`src/rtl/pwm_timer_pkg.sv`:
```
// Package: shared types for the PWM timer.
// Assumes: a single system clock domain for every unit of the timer.
package pwm_timer_pkg;

    // Compare events produced on one count tick.
    typedef struct packed {
        logic period_hit;
        logic duty_hit;
    } match_t;

endpackage

```
`src/rtl/pwm_counter.sv`:
```
// Module: up-counter and period compare register.
// The counter advances on each qualified tick while running and returns to
// zero on the tick where it equals the period value.
// Assumes: cnt_tick is a one-clock enable in the clk domain.
module pwm_counter #(
    parameter int W = 8,
    parameter logic [W-1:0] PER_RST = '1
) (
    input  logic         clk,
    input  logic         rst_n,
    input  logic         run_en,
    input  logic         cnt_tick,
    input  logic         per_wr,
    input  logic [W-1:0] per_data,
    output logic [W-1:0] cnt_q,
    output logic [W-1:0] period_q,
    output logic         period_hit
);

    // Period match: qualified by a running tick.
    assign period_hit = run_en && cnt_tick && (cnt_q == period_q);

    // Period register: written in any state, used from the next clock.
    always_ff @(posedge clk) begin
        if (!rst_n) begin
            period_q <= PER_RST;
        end else if (per_wr) begin
            period_q <= per_data;
        end
    end

    // Counter: held at zero while idle, wraps on a period match.
    always_ff @(posedge clk) begin
        if (!rst_n) begin
            cnt_q <= '0;
        end else if (!run_en) begin
            cnt_q <= '0;
        end else if (cnt_tick) begin
            if (period_hit) begin
                cnt_q <= '0;
            end else begin
                cnt_q <= cnt_q + 1'b1;
            end
        end
    end

endmodule

```
`src/rtl/pwm_duty_stage.sv`:
```
// Module: active duty register with a staging register and a tick-age guard.
// A running write is held in the staging register. It commits on a match
// against the old active value once MIN_TICKS ticks (the match tick counted)
// have passed since the write.
// Assumes: MIN_TICKS >= 2; cnt_q is the live counter value.
module pwm_duty_stage #(
    parameter int W = 8,
    parameter logic [W-1:0] DUTY_RST = '0,
    parameter int MIN_TICKS = 3
) (
    input  logic         clk,
    input  logic         rst_n,
    input  logic         run_en,
    input  logic         cnt_tick,
    input  logic [W-1:0] cnt_q,
    input  logic         duty_wr,
    input  logic [W-1:0] duty_data,
    output logic [W-1:0] duty_q,
    output logic         duty_hit,
    output logic         pending_q
);

    localparam int AGE_W = (MIN_TICKS > 2) ? $clog2(MIN_TICKS) : 1;
    localparam logic [AGE_W-1:0] AGE_MAX = AGE_W'(MIN_TICKS - 1);

    logic [W-1:0]     stage_q;
    logic [AGE_W-1:0] age_q;
    logic             commit;

    // Duty match against the active (old) value.
    assign duty_hit = run_en && cnt_tick && (cnt_q == duty_q);

    // Commit: a pending value that is old enough, on a duty match.
    assign commit = duty_hit && pending_q && (age_q == AGE_MAX);

    // Active register, staging register, pending flag and tick age.
    always_ff @(posedge clk) begin
        if (!rst_n) begin
            duty_q    <= DUTY_RST;
            stage_q   <= DUTY_RST;
            pending_q <= 1'b0;
            age_q     <= '0;
        end else if (!run_en) begin
            age_q <= '0;
            if (duty_wr) begin
                duty_q    <= duty_data;
                stage_q   <= duty_data;
                pending_q <= 1'b0;
            end
        end else begin
            if (commit) begin
                duty_q    <= stage_q;
                pending_q <= 1'b0;
            end
            if (cnt_tick && (age_q != AGE_MAX)) begin
                age_q <= age_q + 1'b1;
            end
            if (duty_wr) begin
                stage_q   <= duty_data;
                pending_q <= 1'b1;
                age_q     <= '0;
            end
        end
    end

endmodule

```
`src/rtl/pwm_out_stage.sv`:
```
// Module: output phase bit and interrupt pulse register.
// The phase flips once on any compare match. The output is the default
// level XOR the phase.
// Assumes: match events are already qualified by a running tick.
module pwm_out_stage
    import pwm_timer_pkg::*;
(
    input  logic   clk,
    input  logic   rst_n,
    input  logic   run_en,
    input  logic   idle_hi,
    input  match_t hits,
    output logic   pwm_out,
    output logic   irq_pulse
);

    logic phase_q;

    // Phase and interrupt: cleared while idle, updated on matches.
    always_ff @(posedge clk) begin
        if (!rst_n) begin
            phase_q   <= 1'b0;
            irq_pulse <= 1'b0;
        end else if (!run_en) begin
            phase_q   <= 1'b0;
            irq_pulse <= 1'b0;
        end else begin
            irq_pulse <= hits.period_hit;
            if (hits.period_hit || hits.duty_hit) begin
                phase_q <= ~phase_q;
            end
        end
    end

    // Output level: the default level inverted by the phase.
    assign pwm_out = idle_hi ^ phase_q;

endmodule

```
`src/rtl/pwm_duty_timer.sv`:
```
// Module: PWM timer top. Joins the counter, the duty staging and the output
// stage.
// Assumes: all inputs are synchronous to clk; cnt_tick comes from an external
// prescaler.
module pwm_duty_timer
    import pwm_timer_pkg::*;
#(
    parameter int W = 8,
    parameter logic [W-1:0] PER_RST = 8'hFF,
    parameter logic [W-1:0] DUTY_RST = 8'h80,
    parameter int MIN_TICKS = 3
) (
    input  logic         clk,
    input  logic         rst_n,
    input  logic         run_en,
    input  logic         cnt_tick,
    input  logic         idle_hi,
    input  logic         per_wr,
    input  logic [W-1:0] per_data,
    input  logic         duty_wr,
    input  logic [W-1:0] duty_data,
    output logic         pwm_out,
    output logic         irq_pulse
);

    logic [W-1:0] cnt_q;
    logic [W-1:0] period_q;
    logic [W-1:0] duty_q;
    logic         pending_q;
    match_t       hits;

    pwm_counter #(.W(W), .PER_RST(PER_RST)) u_cnt (
        .clk        (clk),
        .rst_n      (rst_n),
        .run_en     (run_en),
        .cnt_tick   (cnt_tick),
        .per_wr     (per_wr),
        .per_data   (per_data),
        .cnt_q      (cnt_q),
        .period_q   (period_q),
        .period_hit (hits.period_hit)
    );

    pwm_duty_stage #(.W(W), .DUTY_RST(DUTY_RST), .MIN_TICKS(MIN_TICKS)) u_duty (
        .clk       (clk),
        .rst_n     (rst_n),
        .run_en    (run_en),
        .cnt_tick  (cnt_tick),
        .cnt_q     (cnt_q),
        .duty_wr   (duty_wr),
        .duty_data (duty_data),
        .duty_q    (duty_q),
        .duty_hit  (hits.duty_hit),
        .pending_q (pending_q)
    );

    pwm_out_stage u_out (
        .clk       (clk),
        .rst_n     (rst_n),
        .run_en    (run_en),
        .idle_hi   (idle_hi),
        .hits      (hits),
        .pwm_out   (pwm_out),
        .irq_pulse (irq_pulse)
    );

endmodule

```
`config.mk`:
```
export PLATFORM = sky130hd
export DESIGN_NAME = pwm_duty_timer
export DESIGN_NICKNAME = d
export VERILOG_FILES = /design/src/rtl/pwm_timer_pkg.sv /design/src/rtl/pwm_counter.sv /design/src/rtl/pwm_duty_stage.sv /design/src/rtl/pwm_out_stage.sv /design/src/rtl/pwm_duty_timer.sv
export SDC_FILE = /design/constraint.sdc
export NUM_CORES = 1
export LEC_CHECK = 0
export ABC_CLOCK_PERIOD_IN_PS = 4850
export BUFFER_PORTS_ARGS = -buffer_cell sky130_fd_sc_hd__buf_2
export CORE_MARGIN = 5
export CORE_UTILIZATION = 30
export DETAILED_ROUTE_END_ITERATION = 7
export GPL_ROUTABILITY_DRIVEN = 1
export PLACE_DENSITY_LB_ADDON = 0.25
export SETUP_SLACK_MARGIN = 0.02
export SYNTH_ARGS = -nofsm -noshare
export SYNTH_HDL_FRONTEND = slang
export SYNTH_SLANG_ARGS = --single-unit
```
`constraint.sdc`:
```
create_clock -name clk -period 4.85 [get_ports clk]
set_input_delay 0.2425 -clock clk [delete_from_list [all_inputs] [get_ports clk]]
set_output_delay 0.2425 -clock clk [all_outputs]
set_load 0.03 [all_outputs]
```
## After elaboration in Yosys (flattened, before gate mapping)

Cells that the tools add are included.

| word-level totals | value |
|---|---|
| flip-flop bits (word level) | 37 |
| bits of input ports | 23 |
| output and inout bits | 2 |
| word-level logic and storage cells | 40 |

| cells by class | value |
|---|---|
| add/subtract/negate cells | 2 |
| equality and inequality tests | 5 |
| mux-type cells | 8 |
| bitwise logic cells | 4 |
| reduce and logical (&&, ||, !) cells | 13 |

Operators by type and width:

| operator | count |
|---|---|
| two-way mux 8 bit | 4 |
| == test 8 bit | 2 |
| adder 8 x 1 -> 8 bit (second input constant) | 1 |
| logical AND 1 bit | 6 |
| AND reduction 2 bit | 3 |
| two-way mux 1 bit | 4 |
| nonzero test 2 bit | 2 |
| inverter 1 bit | 3 |
| OR reduction 3 bit | 1 |
| adder 2 x 1 -> 2 bit (second input constant) | 1 |
| == test 2 bit (second input constant) | 1 |
| != test 2 x 1 -> 1 bit (second input constant) | 1 |
| != test 2 bit (second input constant) | 1 |
| logical OR 1 bit | 1 |
| XOR 1 bit | 1 |

## Depth between registers and ports, before layout

Gate-level depths: netlist (run 1).

| depth | value |
|---|---|
| word-level depth | 7 |
| mapped depth | 8 |
| mapped depth without buffers | 6 |

## Modules after synthesis

Synthesis (run 1) repeated with hierarchy kept, for this count alone.

| second synthesis, totals | value |
|---|---|
| cell total of the unflattened synthesis | 187 |
| area total of the unflattened synthesis | 1795.5 µm² |

Modules (own cells, without submodules):

| module | times used | cells each | area an instance (µm²) | sequential area each (µm²) |
|---|---|---|---|---|
| pwm_duty_stage | 1 | 106 | 984.7 | 380.4 |
| pwm_counter | 1 | 74 | 735.7 | 320.3 |
| pwm_out_stage | 1 | 7 | 75.1 | 40.0 |

## Worst setup path before layout (run 1)

No wires, ideal clock.

| timing | value |
|---|---|
| path kind | register to register |
| start point | register u_duty.age_q[0] |
| end point | register u_duty.duty_q[7] |
| setup time | 0.125 ns |
| arrival time | 1.453 ns |
| required time | 4.725 ns |
| slack | 3.272 ns |
| cell stages (with the launch flop) | 8 |
| buffers on the path | 2 |
| clock period less this slack | 1.578 ns |
| cell sequence | dfxtp_1 inv_1 ha_1 and3_1 and4_1 buf_6 buf_6 o41a_1 |

| between the ends | value |
|---|---|
| word-level cells in the longest chain between the ends | 4 |

Ends and longest elaborated chain:

| what | RTL line | source |
|---|---|---|
| from (decl) | pwm_duty_stage.sv:27 | `logic [AGE_W-1:0] age_q;` |
| from (signal assigned) | pwm_duty_stage.sv:56 | `age_q <= age_q + 1'b1;` |
| == test 2 bit | pwm_duty_stage.sv:34 | `assign commit = duty_hit && pending_q && (age_q == AGE_MAX);` |
| logical AND 1 bit | pwm_duty_stage.sv:34 |  |
| != test 2 x 1 -> 1 bit (no line) | - |  |
| AND reduction 2 bit (no line) | - |  |
| to (signal assigned) | pwm_duty_stage.sv:46 | `duty_q <= duty_data;` |
| to (signal assigned) | pwm_duty_stage.sv:52 | `duty_q <= stage_q;` |
| to (decl) | pwm_duty_stage.sv:18 | `output logic [W-1:0] duty_q,` |

Every way passes these cells.
A chain may end at the register's enable or synchronous reset.

## Final worst setup path (run 1)

| timing | value |
|---|---|
| start point | register u_cnt.cnt_q[1] |
| end point | register u_duty.duty_q[0] |

| between the ends | value |
|---|---|
| word-level cells in the longest chain between the ends | 6 |

Ends and longest elaborated chain:

| what | RTL line | source |
|---|---|---|
| from (decl) | pwm_counter.sv:15 | `output logic [W-1:0] cnt_q,` |
| from (signal assigned) | pwm_counter.sv:42 | `cnt_q <= cnt_q + 1'b1;` |
| == test 8 bit | pwm_duty_stage.sv:31 | `assign duty_hit = run_en && cnt_tick && (cnt_q == duty_q);` |
| logical AND 1 bit | pwm_duty_stage.sv:31 |  |
| logical AND 1 bit (2 in a row) | pwm_duty_stage.sv:34 |  |
| != test 2 x 1 -> 1 bit (no line) | - |  |
| AND reduction 2 bit (no line) | - |  |

Every way passes these cells.

==> results of run 1 <==
-- synth_stat cells --
master / number
dfxtp_1: 37
mux2i_1: 25
nor2_1: 19
xor2_1: 15
nand2_1: 14
xnor2_1: 9
o21ai_0: 7
o311a_1: 7
clkbuf_1: 5
nand3_1: 5
buf_6: 3
nand4_1: 3
and3_1: 2
and4_1: 2
ha_1: 2
inv_1: 2
nor3_1: 2
a2111oi_0: 1
a211oi_1: 1
a21o_1: 1
a21oi_2: 1
buf_2: 1
buf_4: 1
clkinv_1: 1
nor2b_1: 1
nor4_2: 1
o211ai_2: 1
o21ai_1: 1
o41a_1: 1
or4_4: 1
xnor2_2: 1
-- through the flow --
stage | instances | total power [W]
2_1_floorplan | 173 | 0.000378
3_3_place_gp | 259 | 0.000397
3_5_place_dp | 259 | 0.000397
4_1_cts | 267 | 0.000679
5_1_grt | 267 | 0.000702
6_report | 267 | 0.000668
-- routing by layer --
layer / track usage / vias up / share of wire
li1: - / 650 / -
met3: 0.0317 / 5 / 0.045
met4: 0.0388 / 0 / 0.017
met1: 0.123 / 579 / 0.48
met2: 0.157 / 23 / 0.46
met5: 0 / - / 0
-- how the worst min path moves through the flow --
stage	cells after the start	to	slack, ns	from
2_1_floorplan	2	u_duty.stage_q[7]	0.37	duty_data[7]
3_3_place_gp	3	u_cnt.period_q[1]	0.46	per_data[1]
3_5_place_dp	3	u_cnt.period_q[1]	0.46	per_data[1]
4_1_cts	3	u_cnt.period_q[1]	0.15	per_data[1]
5_1_grt	3	u_cnt.period_q[1]	0.16	per_data[1]
6_report	3	u_cnt.period_q[3]	0.16	per_data[3]
-- power groups by stage --
| stage | logic, W | registers, W | clock network [W] |
|---|---|---|---|
| after global routing | 0.0000703 | 0.000329 | 0.000303 |
| after floorplan | 0.0000462 | 0.000332 | 0 |
| final | 0.0000615 | 0.000327 | 0.000279 |
| after global placement | 0.0000619 | 0.000335 | 0 |
| after CTS | 0.0000629 | 0.000327 | 0.000289 |
| after detailed placement | 0.0000628 | 0.000335 | 0 |
-- worst reg2reg max path, stage by stage (launching register included) --
cell and delay [ns]:
dfxtp_1 0.47, xor2_1 0.12, nor4_2 0.26, and4_1 0.55, o21ai_0 0.15, o311a_1 0.17
-- cells by family after synthesis --
logic type / share of synthesized area
simple gates: 0.138
flops: 0.430
xor+xnor: 0.131
mux: 0.145
compound gates: 0.0966
buf+inv: 0.0443
fa+ha+maj: 0.0145
-- state kept, by name, indices dropped and copies added (netlist names) --
name	count
u_out.phase_q	1
u_duty.pending_q	1
u_cnt.period_q	8
u_duty.stage_q	8
u_duty.age_q	2
u_cnt.cnt_q	8
u_duty.duty_q	8
u_out.irq_pulse	1
-- cell type report --
cell class,instances,area (um^2),area share
clock buffer,6,82.6,0.0415
clock inverter,2,37.5,0.0189
inverter,3,11.3,0.00566
multi-input combinational,123,906,0.456
sequential,37,741,0.373
tap,72,90.1,0.0453
timing repair buffer,24,120,0.0604
==> flow_summary.ini, run 1 <==
[synthesis]
avgSynthCellArea_um2 = 9.96
syn_area_um2 = 1720
synth_top_area_frac = 0.430
synth_warnings = 0
syn_nets = 198
postSynthCellCount = 173
postSynthRegisterBits = 37
yosysSeqAreaShare = 0.430
synth_area_leaders = dfxtp_1 43%, mux2i_1 15%, xor2_1 7.6%, xnor2_1 4.6%, nor2_1 4.1%
synth_top_area_cell = dfxtp_1
netlist-cell-type-count = 31

[layout]
finalCoreUtilization = 0.359
drive_gt1_frac = 0.190
finalNetCount = 219
layout_common_cells = 37 x dfxtp_1, 25 x mux2i_1, 24 x buf_2, 19 x nor2_1, 15 x xor2_1
syn2layout_area_growth_pct = 15.4
diodes = 0
final_area_um2 = 1990
layout_commonest_cell = dfxtp_1
fill_cells = 595

[die]
fp.dieW_um = 85.8
core_region_area_um2 = 5540
die-area_um2 = 7360
rows = 27
ios = 25
start_util = 0.311
chipHeight_um = 85.8

[power]
p_seq_frac = 0.490
p_int_w = 0.000515
combPwrFrac = 0.092
pwr_density_cell_nw_per_um2 = 336
p_sw_frac = 0.229
p_leak_nw = 0.890
power_switching_w = 0.000153
pwr-share-clk = 0.418
max-vdd-ir-drop_mv = 0.145

[job]
cap_violations = 0

[clocking]
clock_latency_ns = 0.29
cts_tree = done
cts_root_buf = clkbuf_8
cts_resized = 0
cts.clk_slew.worst_paths_ns = 0.08
numCtsBuffers = 5
clock_sinks = 37
post-cts-setup-buffer-count = 0
cts_buffer_depth = 2
h-tree-depth = 2
ctsHoldBuffers = 0

[critical_path]
worstSetupPathDepth = 5
slowest_stage = and4_1
worstRegToRegCells = 5
r2r_setup_slack_ns = 3.02
crit_chain = xor2_1, nor4_2, and4_1, o21ai_0, o311a_1
worstReg2RegStart = u_cnt.cnt_q[1]
worstPathArrival_ns = 2.00
end_kind = flip-flop
required_ns = 5.02
startpoint = u_cnt.cnt_q[1]
max_stage_delay_ns = 0.55
criticalPathCategory = flip-flop to flip-flop
critPathMaxFanout = 16
worstReg2RegEnd = u_duty.duty_q[0]
crit_family = simple AND/OR/NAND/NOR gates
crit_end = u_duty.duty_q[0]
crit_path_start_kind = flip-flop
critPathBufInv = 0

[sta]
period_share = 0.378
max_freq_mhz = 546
hold_slack_ns = 0.164
fin_skew_ns = 0.00926
finalMaxSlewViolations = 0
period_needed_ns = 1.83
tns_ns = 0
setup_viol = 0
hold_violations = 0
worst_pin_slew_ns = 0.975
slew_headroom = 0.347
rsz0062_at_grt = no
finalWorstSetupSlack_ns = 3.02

[grt]
grt_max_degree = 21
grt_pass1_wl_mm = 5.73
grt-ovfl-total = 0
grt_pass1_vias = 1216
antenna_found_initial = 0
track_usage = 0.0983

[drt]
firstDrtPassIters = 4
ant_nets = 0
num_vias = 1257
wirelength_mm = 3.33
wl_per_cell_um = 12.5
drc = 0
drt_iter0_drc = 37
vias_per_cell = 4.71

[place]
placed_cell_area_um2 = 1870
dpl.hpwl_mm = 2.48
routabilityCongestion = 0.736
io_buffers = 24
dp_slack_ns = 2.86

[run_status]
status = finished, final reports clean

[worst_hold_path]
min-delay-path-class = primary input to flip-flop
Note: power is estimated with default switching activity, not from simulation.
==> run 2, diff against run 1 <==
--- a/config.mk
+++ b/config.mk
@@ -5,7 +5,7 @@
 export SDC_FILE = /design/constraint.sdc
 export NUM_CORES = 1
 export LEC_CHECK = 0
-export ABC_CLOCK_PERIOD_IN_PS = 4850
+export ABC_CLOCK_PERIOD_IN_PS = 1800
 export BUFFER_PORTS_ARGS = -buffer_cell sky130_fd_sc_hd__buf_2
 export CORE_MARGIN = 5
 export CORE_UTILIZATION = 30
==> constraint.sdc (replaced) <==
create_clock -name clk -period 1.8 [get_ports clk]
set_input_delay 0.09 -clock clk [delete_from_list [all_inputs] [get_ports clk]]
set_output_delay 0.09 -clock clk [all_outputs]
set_load 0.03 [all_outputs]
==> run 2 against run 1 <==
Sequential power rose to 2.7 times the previous value. Maximum frequency rose by 11%. Clock power rose to 2.7 times the previous value. Critical path depth did not move. Sequential share of layout area fell by 1.4 points. Non-clock buffer count rose by 8. Final cell count rose by 3.0%. Die area did not move. Flip-flop and latch count did not move. Design area rose by 3.9%. Critical endpoint is now u_cnt.cnt_q[5]. Largest power group unchanged.
==> flow_summary.ini, run 2 (same netlist as run 1, synthesis figures left out) <==
[power]
combPwrFrac = 0.097
power_switching_w = 0.000418
pwr_density_cell_nw_per_um2 = 877
pwr-share-clk = 0.417
p_seq_frac = 0.487
p_sw_frac = 0.231
p_int_w = 0.00139
p_leak_nw = 0.936
max-vdd-ir-drop_mv = 0.317

[critical_path]
slowest_stage = or4_4
critPathBufInv = 0
max_stage_delay_ns = 0.53
crit_family = simple AND/OR/NAND/NOR gates
required_ns = 1.98
critPathMaxFanout = 8
criticalPathCategory = flip-flop to flip-flop
worstPathArrival_ns = 1.83
crit_chain = xnor2_1, nand4_1, or4_4, nand3_2, nor2_1
crit_path_start_kind = flip-flop
end_kind = flip-flop

[clocking]
clock_latency_ns = 0.29
cts.clk_slew.worst_paths_ns = 0.08
cts_root_buf = clkbuf_8
h-tree-depth = 2
cts_tree = done
numCtsBuffers = 5
cts_buffer_depth = 2
clock_sinks = 37

[sta]
period_needed_ns = 1.65
hold_violations = 0
tns_ns = 0
slew_headroom = 0.769
max_freq_mhz = 607
fin_skew_ns = 0.00602
worst_pin_slew_ns = 0.338
hold_slack_ns = 0.00982
finalWorstSetupSlack_ns = 0.152
finalMaxSlewViolations = 0
rsz0062_at_grt = no
period_share = 0.916
setup_viol = 0

[place]
io_buffers = 24
routabilityCongestion = 0.832
dp_slack_ns = 0.0216
placed_cell_area_um2 = 1940
dpl.hpwl_mm = 2.57

[grt]
track_usage = 0.0999
grt_pass1_vias = 1199
grt_pass1_wl_mm = 5.82
antenna_found_initial = 0
grt-ovfl-total = 0
grt_max_degree = 20

[die]
die-area_um2 = 7360
rows = 27
ios = 25
start_util = 0.311
chipHeight_um = 85.8
core_region_area_um2 = 5540
fp.dieW_um = 85.8

[drt]
vias_per_cell = 4.65
wl_per_cell_um = 12.5
drt_iter0_drc = 75
firstDrtPassIters = 4
ant_nets = 0
wirelength_mm = 3.44
num_vias = 1278
drc = 0

[layout]
finalNetCount = 227
layout_common_cells = 37 x dfxtp_1, 25 x mux2i_1, 24 x buf_2, 19 x nor2_1, 15 x xor2_1
diodes = 0
layout_commonest_cell = dfxtp_1
syn2layout_area_growth_pct = 19.9
drive_gt1_frac = 0.227
final_area_um2 = 2070

[run_status]
status = finished, final reports clean

[worst_hold_path]
min-delay-path-class = primary input to flip-flop

[job]
cap_violations = 0
==> run 2: cell types whose count changed in the layout (fill, tap and decap cells not counted) <==
cell | previous run | this run
buf_12 | 0 | 1
nand3_2 | 0 | 1
buf_4 | 0 | 7
nand3_1 | 5 | 4
==> run 2: worst min-delay path, stage by stage <==
cell and delay, ns:
buf_2 0.07, mux2i_1 0.06, nand2_1 0.06
==> run 2: worst paths after layout <==
kind / from / endpoint / slack [ns] / depth (start not counted)
hold / removal: per_data[2] / u_cnt.period_q[2] / 0.01 / 3
hold reg to reg: u_duty.stage_q[7] / u_duty.stage_q[7] / 0.48 / 2
setup reg to reg: u_cnt.cnt_q[0] / u_cnt.cnt_q[5] / 0.15 / 5
setup / recovery: u_cnt.cnt_q[0] / u_cnt.cnt_q[5] / 0.15 / 5
==> run 2: final cells by class <==
class | count | area (um^2)
Multi-Input combinational cell | 123 | 911
Clock buffer | 6 | 82.6
Inverter | 3 | 11.3
Fill cell | 565 | 3470
Clock inverter | 2 | 37.5
Tap cell | 72 | 90.1
Timing Repair Buffer | 32 | 193
Sequential cell | 37 | 741
==> run 2: per-stage QoR <==
step	power [W]	cells	utilization
after CTS	0.00184	275	0.373
after detailed placement	0.00108	267	0.350
after floorplan	0.00102	173	-
after global placement	0.00108	267	0.350
final	0.00181	275	0.373
after global routing	0.00189	275	0.373
==> run 2: power groups by stage <==
stage	logic, W	registers (W)	clock network (W)
6_report	0.000175	0.000882	0.000755
5_1_grt	0.000197	0.000887	0.000805
4_1_cts	0.000178	0.000883	0.000777
3_5_place_dp	0.000177	0.000902	0
3_3_place_gp	0.000176	0.000901	0
2_1_floorplan	0.000125	0.000893	0
==> run 2: what timing repair did <==
item	in CTS	in global routing
setup buffers	0	0
resized for setup	1	0
hold buffers	0	0
setup endpoints to repair	7	0
==> run 2: routing by layer <==
metal	track usage	wire length, um
met1	0.130	1700
met4	0.0388	58
met3	0.0355	184
met5	0	0
met2	0.151	1500
==> run 3, diff against run 2 <==
--- a/config.mk
+++ b/config.mk
@@ -8,7 +8,7 @@
 export ABC_CLOCK_PERIOD_IN_PS = 1800
 export BUFFER_PORTS_ARGS = -buffer_cell sky130_fd_sc_hd__buf_2
 export CORE_MARGIN = 5
-export CORE_UTILIZATION = 30
+export CORE_UTILIZATION = 55
 export DETAILED_ROUTE_END_ITERATION = 7
 export GPL_ROUTABILITY_DRIVEN = 1
 export PLACE_DENSITY_LB_ADDON = 0.25
==> run 3 against run 2 <==
Highest routed layer unchanged. Clock skew is 0.00071 ns higher. Wire length rose by 0.90%. Via count rose by 6.0%. Global-route usage is 7.6 points higher.
==> flow_summary.ini, run 3 (same netlist as run 1, synthesis figures left out) <==
[worst_hold_path]
min-delay-path-class = primary input to flip-flop
hp-start = duty_data[3]
min_to = u_duty.stage_q[3]
holdPathStages = 3

[layout]
finalNetCount = 237
layout_commonest_cell = dfxtp_1
final_area_um2 = 2100
layout_common_cells = 37 x dfxtp_1, 25 x mux2i_1, 24 x buf_2, 19 x nor2_1, 15 x xor2_1
syn2layout_area_growth_pct = 21.6
drive_gt1_frac = 0.197
diodes = 0
fin_cells = 257

[drt]
drt_iter0_drc = 70
num_vias = 1355
drc = 0
firstDrtPassIters = 4
vias_per_cell = 5.27
wirelength_mm = 3.47
ant_nets = 0
wl_per_cell_um = 13.5

[sta]
period_share = 0.908
setup_viol = 0
slew_headroom = 0.720
fin_skew_ns = 0.00674
max_freq_mhz = 612
finalMaxSlewViolations = 0
worst_pin_slew_ns = 0.410
period_needed_ns = 1.63
rsz0062_at_grt = no
hold_violations = 0

[clocking]
clock_latency_ns = 0.35
h-tree-depth = 2
post-cts-setup-buffer-count = 0
cts_tree = done
cts.clk_slew.worst_paths_ns = 0.11
numCtsBuffers = 5
cts_root_buf = clkbuf_4
cts_buffer_depth = 2
clock_sinks = 37

[critical_path]
end_kind = flip-flop
worstReg2RegEnd = u_out.phase_q
worstReg2RegStart = u_cnt.cnt_q[1]
r2r_setup_slack_ns = 0.17
worstRegToRegCells = 5
worstPathArrival_ns = 1.92
slowest_stage = or4_4
criticalPathCategory = flip-flop to flip-flop
crit_path_start_kind = flip-flop
max_stage_delay_ns = 0.55
required_ns = 2.09
crit_chain = xnor2_1, nand3_1, or4_4, a21o_1, a21oi_2
critPathMaxFanout = 6

[grt]
grt_pass1_wl_mm = 5.89
grt-ovfl-total = 0
track_usage = 0.176
top_usage_layer = met2
grtUsageMet3 = 0.0561
grt_max_degree = 21
grt_pass1_vias = 1330
use_met2 = 0.299
grtUsageMet1 = 0.211
antenna_found_initial = 0

[power]
p_int_w = 0.00129
power_switching_w = 0.000396
max-vdd-ir-drop_mv = 0.576
pwr_density_cell_nw_per_um2 = 806
pwr-share-clk = 0.360
p_leak_nw = 0.960
combPwrFrac = 0.117
p_sw_frac = 0.234
p_seq_frac = 0.523

[place]
dpl.hpwl_mm = 2.49
io_buffers = 24
place_inst = 235
routabilityCongestion = 0.886
placed_cell_area_um2 = 1860

[die]
fp.dieW_um = 66.0
chipHeight_um = 66.0
ios = 25
start_util = 0.569
rows = 20
core_region_area_um2 = 3030
die-area_um2 = 4350

[job]
cap_violations = 0

[run_status]
status = finished, final reports clean
[run 3: cell count changes in the layout (fill, tap and decap cells not counted), moves of 3 or more]
cell,change
clkbuf_4,+5
buf_4,-3
clkbuf_8,-5
dlygate4sd3_1,+14
[run 3: area by class of cell]
cell class              count  area, um^2
fillers                   241         932
multi-input cells         123         913
flip-flops and latches     37         741
repair buffers             42         290
clock buffers               7        55.1
well taps                  44        55.1
clock inverters             1        30.0
inverters                   3        11.3
[run 3: worst max-delay path, delay by kind of cell, from the launching register on]
family / cells / cell delay, ns
simple gates: 2 / 0.64
compound gates: 2 / 0.31
flops: 1 / 0.48
xor+xnor: 1 / 0.15
[run 3: metal layers]
metal | wire length (um) | vias up
met4 | 46 | 0
met3 | 200 | 6
met5 | 0 | -
li1 | - | 681
met2 | 1640 | 33
met1 | 1580 | 635
[run 3: repair_timing]
action | 4_1_cts | 5_1_grt
hold buffers | 14 | 0
setup endpoints to repair | 6 | 16
pin swaps | 0 | 0
hold endpoints to repair | 14 | 0
gates cloned | 0 | 0
resized for setup | 1 | 2
[run 3: how the worst max path moves through the flow]
stage	cells after the start	start	end	slack, ns
CTS	5	u_cnt.cnt_q[1]	u_cnt.cnt_q[5]	0.08
global placement	5	u_cnt.cnt_q[1]	u_duty.duty_q[3]	0.03
floorplan	7	u_duty.age_q[0]	u_duty.duty_q[7]	0.22
detailed placement	5	u_cnt.cnt_q[1]	u_duty.duty_q[3]	-0.009
global route	5	u_cnt.cnt_q[5]	u_duty.duty_q[2]	0.05
finish	5	u_cnt.cnt_q[1]	u_out.phase_q	0.17
[run 3: power by group through the flow]
stage	sequential [W]	combinational, W	clock, W
global placement	0.000900	0.000166	0
floorplan	0.000893	0.000125	0
global route	0.000888	0.000221	0.000655
detailed placement	0.000902	0.000174	0
finish	0.000884	0.000198	0.000608
CTS	0.000884	0.000197	0.000622
[run 3: through the flow]
step / setup WS, ns / total power, W / hold slack (ns) / util / setup TNS (ns)
after floorplan: 0.222 / 0.00102 / 0.218 / - / 0
after global placement: 0.0343 / 0.00107 / 0.303 / 0.615 / 0
after detailed placement: -0.00861 / 0.00108 / 0.311 / 0.615 / -0.0153
after CTS: 0.0775 / 0.00170 / 0.00992 / 0.690 / 0
after global routing: 0.0504 / 0.00176 / 0.0430 / 0.692 / 0
final: 0.166 / 0.00169 / 0.0154 / 0.692 / 0
